===== config.mk =====
export PLATFORM = sky130hd
export DESIGN_NAME = res_meas_seq
export DESIGN_NICKNAME = d
export VERILOG_FILES = /design/src/rtl/rms_pkg.sv /design/src/rtl/rms_mode_reg.sv /design/src/rtl/rms_ctrl.sv /design/src/rtl/rms_diff.sv /design/src/rtl/rms_accum.sv /design/src/rtl/res_meas_seq.sv
export SDC_FILE = /design/constraint.sdc
export NUM_CORES = 1
export LEC_CHECK = 0
export ABC_AREA = 0
export CORE_MARGIN = 5
export CORE_UTILIZATION = 40
export DETAILED_ROUTE_END_ITERATION = 12
export DONT_BUFFER_PORTS = 1
export GPL_ROUTABILITY_DRIVEN = 0
export GPL_TIMING_DRIVEN = 0
export PLACE_DENSITY = 0.65
export SYNTH_ARGS = -nofsm -noshare
export SYNTH_HDL_FRONTEND = slang
export SYNTH_SLANG_ARGS = --single-unit

===== constraint.sdc =====
create_clock -name clk_i -period 5.4 [get_ports clk_i]
set_clock_uncertainty 0.15 [all_clocks]
set_input_delay 0.81 -clock clk_i [delete_from_list [all_inputs] [get_ports clk_i]]
set_output_delay 0.81 -clock clk_i [all_outputs]
set_load 0.02 [all_outputs]

===== src/rtl/rms_pkg.sv =====
package rms_pkg;
  typedef enum logic [2:0] {
    RNG_LOW  = 3'b001,
    RNG_MID  = 3'b010,
    RNG_HIGH = 3'b100
  } rng_e;

  typedef enum logic [1:0] {
    ST_IDLE,
    ST_DISCH,
    ST_INTEG
  } st_e;

  function automatic logic [2:0] legal_mode(input logic [2:0] req);
    case (req)
      RNG_LOW, RNG_MID, RNG_HIGH: return req;
      default:                    return RNG_MID;
    endcase
  endfunction
endpackage


===== src/rtl/rms_mode_reg.sv =====
module rms_mode_reg
  import rms_pkg::*;
(
  input  logic       clk_i,
  input  logic       rst_ni,
  input  logic       load_i,
  input  logic [2:0] req_i,
  output logic [2:0] mode_o
);
  always_ff @(posedge clk_i or negedge rst_ni) begin
    if (!rst_ni)     mode_o <= RNG_MID;
    else if (load_i) mode_o <= legal_mode(req_i);
  end
endmodule


===== src/rtl/rms_ctrl.sv =====
module rms_ctrl
  import rms_pkg::*;
#(
  parameter int RST_CYC = 100,
  parameter int WIN_CYC = 10000
) (
  input  logic clk_i,
  input  logic rst_ni,
  input  logic start_i,
  input  logic last_i,
  output logic load_o,
  output logic seg_clr_o,
  output logic cap_rst_o,
  output logic adc_en_o
);
  localparam int TMAX = (WIN_CYC > RST_CYC) ? WIN_CYC : RST_CYC;
  localparam int TW   = $clog2(TMAX + 1);

  st_e           st_q;
  logic [TW-1:0] tmr_q;
  logic          win_end;

  assign load_o    = (st_q == ST_IDLE) && start_i;
  assign win_end   = (st_q == ST_INTEG) && (tmr_q == TW'(WIN_CYC - 1));
  // clear the sample chain on every window exit and on a new run
  assign seg_clr_o = load_o || ((st_q == ST_INTEG) && (win_end || last_i));
  assign cap_rst_o = (st_q != ST_INTEG);
  assign adc_en_o  = (st_q == ST_INTEG);

  always_ff @(posedge clk_i or negedge rst_ni) begin
    if (!rst_ni) begin
      st_q  <= ST_IDLE;
      tmr_q <= '0;
    end else begin
      case (st_q)
        ST_IDLE: begin
          tmr_q <= '0;
          if (start_i) st_q <= ST_DISCH;
        end
        ST_DISCH: begin
          if (tmr_q == TW'(RST_CYC - 1)) begin
            st_q  <= ST_INTEG;
            tmr_q <= '0;
          end else begin
            tmr_q <= tmr_q + TW'(1);
          end
        end
        ST_INTEG: begin
          if (last_i) begin
            st_q  <= ST_IDLE;
            tmr_q <= '0;
          end else if (win_end) begin
            st_q  <= ST_DISCH;
            tmr_q <= '0;
          end else begin
            tmr_q <= tmr_q + TW'(1);
          end
        end
        default: st_q <= ST_IDLE;
      endcase
    end
  end
endmodule


===== src/rtl/rms_diff.sv =====
module rms_diff #(
  parameter int ADC_W   = 10,
  parameter int CODE_LO = 32,
  parameter int CODE_HI = 991
) (
  input  logic                    clk_i,
  input  logic                    rst_ni,
  input  logic                    clr_i,
  input  logic                    en_i,
  input  logic                    vld_i,
  input  logic [ADC_W-1:0]        code_i,
  output logic                    d_vld_o,
  output logic signed [ADC_W:0]   d_val_o
);
  logic [ADC_W-1:0] prev_q;
  logic             prev_vld_q;
  logic             in_rng;
  logic             take;

  assign in_rng  = (code_i >= ADC_W'(CODE_LO)) && (code_i <= ADC_W'(CODE_HI));
  assign take    = en_i && vld_i;
  assign d_vld_o = take && in_rng && prev_vld_q;
  assign d_val_o = $signed({1'b0, code_i}) - $signed({1'b0, prev_q});

  always_ff @(posedge clk_i or negedge rst_ni) begin
    if (!rst_ni) begin
      prev_q     <= '0;
      prev_vld_q <= 1'b0;
    end else if (clr_i) begin
      prev_vld_q <= 1'b0;
    end else if (take) begin
      prev_vld_q <= in_rng;  // rail code breaks the chain
      if (in_rng) prev_q <= code_i;
    end
  end
endmodule


===== src/rtl/rms_accum.sv =====
module rms_accum #(
  parameter int ADC_W    = 10,
  parameter int AVG_LOG2 = 7
) (
  input  logic                  clk_i,
  input  logic                  rst_ni,
  input  logic                  clr_i,
  input  logic                  d_vld_i,
  input  logic signed [ADC_W:0] d_val_i,
  output logic                  last_o,
  output logic signed [ADC_W:0] avg_o,
  output logic                  done_o
);
  localparam int AW = ADC_W + 1 + AVG_LOG2;

  logic [AVG_LOG2-1:0] cnt_q;
  logic signed [AW-1:0] acc_q;
  logic signed [AW-1:0] sum_nxt;

  assign sum_nxt = acc_q + {{AVG_LOG2{d_val_i[ADC_W]}}, d_val_i};
  assign last_o  = d_vld_i && (cnt_q == {AVG_LOG2{1'b1}});

  always_ff @(posedge clk_i or negedge rst_ni) begin
    if (!rst_ni) begin
      cnt_q  <= '0;
      acc_q  <= '0;
      avg_o  <= '0;
      done_o <= 1'b0;
    end else begin
      done_o <= 1'b0;
      if (clr_i) begin
        cnt_q <= '0;
        acc_q <= '0;
      end else if (d_vld_i) begin
        if (last_o) begin
          avg_o  <= sum_nxt[AW-1:AVG_LOG2];  // floor divide
          done_o <= 1'b1;
          cnt_q  <= '0;
          acc_q  <= '0;
        end else begin
          acc_q <= sum_nxt;
          cnt_q <= cnt_q + 1'b1;
        end
      end
    end
  end
endmodule


===== src/rtl/res_meas_seq.sv =====
module res_meas_seq #(
  parameter int ADC_W    = 10,
  parameter int AVG_LOG2 = 7,
  parameter int RST_CYC  = 100,
  parameter int WIN_CYC  = 10000,
  parameter int CODE_LO  = 32,
  parameter int CODE_HI  = 991
) (
  input  logic                  clk_i,
  input  logic                  rst_ni,
  input  logic                  start_i,
  input  logic [2:0]            mode_req_i,
  input  logic                  samp_vld_i,
  input  logic [ADC_W-1:0]      samp_i,
  output logic [2:0]            mode_o,
  output logic                  cap_rst_o,
  output logic                  adc_clk_en_o,
  output logic signed [ADC_W:0] slope_avg_o,
  output logic                  done_o
);
  logic                  load;
  logic                  seg_clr;
  logic                  last;
  logic                  d_vld;
  logic signed [ADC_W:0] d_val;

  rms_mode_reg u_mode (
    .clk_i  (clk_i),
    .rst_ni (rst_ni),
    .load_i (load),
    .req_i  (mode_req_i),
    .mode_o (mode_o)
  );

  rms_ctrl #(.RST_CYC(RST_CYC), .WIN_CYC(WIN_CYC)) u_ctrl (
    .clk_i     (clk_i),
    .rst_ni    (rst_ni),
    .start_i   (start_i),
    .last_i    (last),
    .load_o    (load),
    .seg_clr_o (seg_clr),
    .cap_rst_o (cap_rst_o),
    .adc_en_o  (adc_clk_en_o)
  );

  rms_diff #(.ADC_W(ADC_W), .CODE_LO(CODE_LO), .CODE_HI(CODE_HI)) u_diff (
    .clk_i   (clk_i),
    .rst_ni  (rst_ni),
    .clr_i   (seg_clr),
    .en_i    (adc_clk_en_o),
    .vld_i   (samp_vld_i),
    .code_i  (samp_i),
    .d_vld_o (d_vld),
    .d_val_o (d_val)
  );

  rms_accum #(.ADC_W(ADC_W), .AVG_LOG2(AVG_LOG2)) u_acc (
    .clk_i   (clk_i),
    .rst_ni  (rst_ni),
    .clr_i   (load),
    .d_vld_i (d_vld),
    .d_val_i (d_val),
    .last_o  (last),
    .avg_o   (slope_avg_o),
    .done_o  (done_o)
  );
endmodule


# --- Word level (Yosys, flattened, before mapping) ---
# Index checks and enable logic that the tools add are counted.
word_totals:
  out_inout_bits: 17
  memories: 0
  latchBits: 0
  word_cells: 68
  ram_bits: 0
  register_bits: 67
  romBits: 0
  in_bits: 17
classes:
  mux: 21
  shifts: 0
  div_mod_pow: 0
  reduce_logical: 18
  order_cmp: 2
  eq_ne: 12
  mul: 0
  addsub: 4
  bitwise: 2
ops:
  columns: ["op", "n"]
  rows:
  - ["$mux W18", 3]
  - ["$mux W14", 3]
  - ["$pmux W14 S3", 1]
  - ["$mux W7", 3]
  - ["$add A18 B18 Y18", 1]
  - ["$add A14 B1 Y14 const B", 1]
  - ["$eq A14 B14 Y1 const B", 1]
  - ["$eq A14 B7 Y1 const B", 1]
  - ["$sub A10 B10 Y11", 1]
  - ["$ge A10 B6 Y1 const B", 1]
  - ["$le A10 B10 Y1 const B", 1]
  - ["$reduce_and A3 Y1", 3]
  - ["$logic_and A1 B1 Y1", 8]
  - ["$mux W2", 4]
  - ["$add A7 B1 Y7 const B", 1]
  - ["$eq A7 B7 Y1 const B", 1]
  - ["$pmux W2 S3", 1]
  - ["$mux W1", 5]
  - ["$ne A2 B2 Y1 const B", 2]
  - ["$reduce_bool A2 Y1", 2]
  - ["$eq A3 B1 Y1 const B", 1]
  - ["$eq A3 B2 Y1 const B", 1]
  - ["$eq A3 B3 Y1 const B", 1]
  - ["$mux W3", 1]
  - ["9 further kinds", 11]

# --- Depth between registers and ports, before layout ---
depth:
  word_depth: 10
  depth_mapped: 17
  mapped_depth_nobuf: 17

# --- Hierarchy ---
# Synthesis repeated with hierarchy kept, for this count alone.
unflattened:
  hier_cells: 454
  hier_area_um2: 4399.2
modules_own_cells:
  columns: ["module", "seq_area_each_um2", "area_each_um2", "instances", "cells_each"]
  rows:
  - ["rms_accum", 925.9, 2267.2, 1, 225]
  - ["rms_ctrl", 400.4, 1101.1, 1, 124]
  - ["rms_diff", 275.3, 894.6, 1, 93]
  - ["rms_mode_reg", 76.3, 136.4, 1, 12]

# --- Least setup slack after synthesis ---
# No wires, ideal clock.
synth_timing:
  path_kind: "input to register"
  startpoint: "input samp_i[0]"
  endpoint: "register u_acc.avg_o[10]"
  cell_stages: 16
  arrival_time_ps: 4042
  required_ps: 5125
  path_buffers: 1
  setup_ps: 125
  slack_ps: 1083
  cell_sequence: "inv_1 -> ha_1 -> inv_1 -> fa_1 -> a211oi_1 -> o211ai_1 -> nand2_1 -> o21a_1 -> ha_1 -> clkbuf_1 -> a21oi_1 -> o21ai_0 -> a221o_1 -> nor2_1 -> xnor3_1 -> mux2_2"
synth_between:
  elab_chain_cells: 6
  word_cells_on_any_way: 9
  cone_classes: "add/sub: 2; order compare: 2; reduce/logical: 5"
synth_lines:
  columns: ["element", "line", "text"]
  rows:
  - ["start: declaration", "res_meas_seq.sv:14", "input logic [ADC_W-1:0] samp_i,"]
  - ["parallel branches: the longest is 6 deep, another holds $add A18 B18 Y18", null, null]
  - ["end signal: assignment", "rms_accum.sv:36", "avg_o <= sum_nxt[AW-1:AVG_LOG2];"]
  - ["end: declaration", "rms_accum.sv:11", "output logic signed [ADC_W:0] avg_o,"]
# Parallel ways; which one is timed is not known.
# A chain may end at the register's enable or synchronous reset.

# --- Worst setup path in the final report ---
# Same ends and word-level chain as after synthesis.

==> flow_summary.toml <==
[logic_synthesis]
synth_nets = 533
synth_commonest_cells = "66 x dfrtp_1, 58 x nand2_1, 44 x o21ai_0, 33 x ha_1, 28 x inv_1"
netlist.area_leader.share_pct = 38.0
synth.most_common_cell = "dfrtp_1"
synth.distinct_cells = 57
ys_seq_area_share_pct = 38.6
post_synth.cell_area_avg_um2 = 9.03
synth_edf_count = 0
yosysWarnings = 0
synthFlopType = "dfrtp_1"
yosysTopAreaCell = "dfrtp_1"
synth.area.top_cells = "dfrtp_1 38%, ha_1 9.5%, o21ai_0 5.1%"
ys_seq_elements = 67
syn-cell-area_um2 = 4350
synth_cells = 481
async_reset_ff_share_pct = 100

[pwr]
p_per_area_nw_per_um2 = 479
p_switching_mw = 0.943
p_seq_share_pct = 28.4
vdd_ir_drop_max_mv = 0.223
combPwrFrac_pct = 50.4
clock_power_share_pct = 21.2
p_int_mw = 1.35
swShare_pct = 41.2
power.leakage_nw = 2.24

[routing]
dr_total_vias = 3474
dr.pass1.iters = 6
viasPerCell = 5.44
post_drt_wl_per_cell_um = 15.1
met2WireLength_um = 4570
drt_iter0_drc = 151
highest_layer = "met4"
drc = 0
wl_met3_um = 499
m1WireLength_um = 4470
ant_nets = 0
wirelength_um = 9660

[global_route]
track_usage_pct = 15.8
first_global_vias = 3517
grt_pass1_wl_um = 16600
grt_max_degree = 62
antenna_found_initial = 0
grt-ovfl-total = 0

[timing]
worst_pin_slew_ps = 636
period_needed_ps = 4560
hold-worst-slack_ps = 162
setup-tns-final_ps = 0
slew_viol_final = 0
setup_viol = 0
finalCritPeriodShare_pct = 84.4
timing.slew.headroom_pct = 57.4
max_freq_mhz = 219
finalHoldViolations = 0
grt_setup_unrepaired = "no"

[clock_network]
cts.clk_slew.worst_paths_ps = 70
cts_tree = "done"
ctsResizeCount = 0
cts_setup_buffers = 0
root_buffer = "clkbuf_8"
cts.sinks = 67
numCtsBuffers = 9
clockBufferDepth = 2
hold_buffers = 2
insertion_delay_ps = 350
htree_num_levels = 3

[worst_hold_path]
hold_path.class = "input port to asynchronous set/reset pin"

[placement]
port_buffers = 0
post-dp-hpwl_um = 6880

[setup_path]
critPathArrivalTime_ps = 4640
critPathLaunchType = "input port"
critical_path_class = "input port to flop"
critPathRequiredTime_ps = 5480
cpMaxStageDelayCell = "o21a_1"
cp_max_fo = 11
path_delay_family = "compound AO/OA/AOI/OAI gates"
crit_path_end_kind = "flop"
r2r_start = "u_diff.prev_q[0]"
timing.critical_path.buf_inv = 3
slowest_delay_ps = 470
path_cells = "inv_1 -> ha_1 -> inv_1 -> fa_1 -> a211oi_1 -> o211ai_1 -> nand2_1 -> o21a_1 -> ha_1 -> clkbuf_1 -> a21oi_1 -> o21ai_0 -> a221o_1 -> nor2_1 -> xnor3_1 -> mux2_2"
crit_start = "samp_i[0]"

[flow_run]
maxCapViolCount = 0

[floorplanning]
io_pins = 34
dieArea_um2 = 13000
core_area_um2 = 10700
rows = 38
dieWidth_um = 114
start_util_pct = 40.4
die_h_um = 114

[outcome]
status = "complete, no violations"

[cells_and_area]
final_layout_size_suffix_gt1_share_pct = 8.02
antenna_cells = 0
area_growth_pct = 10.1
nets = 546
logic make-up (layout without fill, tap and decap cells):
family                     Yosys count  in the layout  synth area share (%)
and+or+nand+nor                    162            162                  18.9
AOI/OAI and AO/OA                  133            133                  18.7
DFF                                 67             67                  38.6
buffers and inverters               42             60                  3.83
adders and majority gates           35             35                  10.4
xor gates and xnor gates            26             26                  5.56
muxes                               16             16                  4.03
flip-flops by register name, summed over array words and instances, names as in the netlist:
register,flops
u_acc.acc_q,18
u_acc.avg_o,11
u_acc.cnt_q,7
u_acc.done_o,1
u_ctrl.st_q,2
u_ctrl.tmr_q,14
u_diff.prev_q,10
u_diff.prev_vld_q,1
u_mode.mode_o,3
layout make-up:
cell class | instances | area, µm²
clock buffer | 12 | 155
timing repair buffer | 2 | 37.5
clock inverter | 4 | 72.6
sequential | 67 | 1680
buffer | 14 | 61.3
multi-input combinational | 372 | 2500
inverter | 28 | 105
tap | 140 | 175
fill | 1079 | 5960
through the flow:
step	instances	util, %	instance area (µm²)	power [mW]	setup WS [ps]
2_1_floorplan	481	-	4350	1.57	1080
3_3_place_gp	621	42.1	4520	1.76	516
3_5_place_dp	621	42.1	4520	1.79	504
4_1_cts	639	44.5	4790	2.31	872
5_1_grt	639	44.5	4790	2.49	544
6_report	639	44.5	4790	2.29	840
worst reg2reg max path: stages (launching register included):
cell      delay [ps]
dfrtp_1          360
ha_1             160
inv_1             50
fa_1             420
a211oi_1         340
o211ai_1         160
nand2_1          120
o21a_1           470
ha_1             330
clkbuf_1         190
a21oi_1          230
o21ai_0          160
a221o_1          410
nor2_1           200
xnor3_1          270
mux2_2           270
placed cells by master (no fill, tap or decap), drive strengths merged, types with 3 or more instances in the layout:
cell type,netlist,layout
o21ai,60,60
o31ai,7,7
xnor2,14,14
o21bai,4,4
or4,5,5
xor2,11,11
a22o,3,3
a211oi,3,3
dfrtp,66,66
nand2b,9,9
a31oi,3,3
clkbuf,8,20
inv,28,28
nand3,20,20
a21oi,25,25
mux2,12,12
o22ai,3,3
and3,10,10
ha,33,33
a21o,8,8
buf,6,7
o211ai,5,5
nor2b,10,10
mux2i,4,4
nor3,4,4
nand4,5,5
nor2,23,23
nand2,58,58
final timing paths:
check | end | slack, ps | depth (start not counted)
setup / recovery | u_acc.avg_o[10] | 840 | 16
setup reg to reg | u_acc.avg_o[10] | 1000 | 15
min in group clk_i | u_acc.acc_q[4] | 340 | 2
hold / removal | u_mode.mode_o[1] | 160 | 0
hold reg to reg | u_acc.acc_q[4] | 340 | 2
max in group asynchronous | u_mode.mode_o[2] | 4160 | 1
power by group through the flow:
stage / clock network, mW / logic, mW / registers (mW)
3_3_place_gp: 0 / 1.10 / 0.656
2_1_floorplan: 0 / 0.925 / 0.646
5_1_grt: 0.519 / 1.31 / 0.662
6_report: 0.486 / 1.15 / 0.650
4_1_cts: 0.501 / 1.16 / 0.651
3_5_place_dp: 0 / 1.13 / 0.660
metal layers:
layer	vias to the layer above	track usage [%]
met2	65	26.0
met3	10	5.50
li1	1742	-
met5	-	0
met1	1657	19.9
met4	0	4.20
Note: power is estimated with default switching activity, not from simulation.
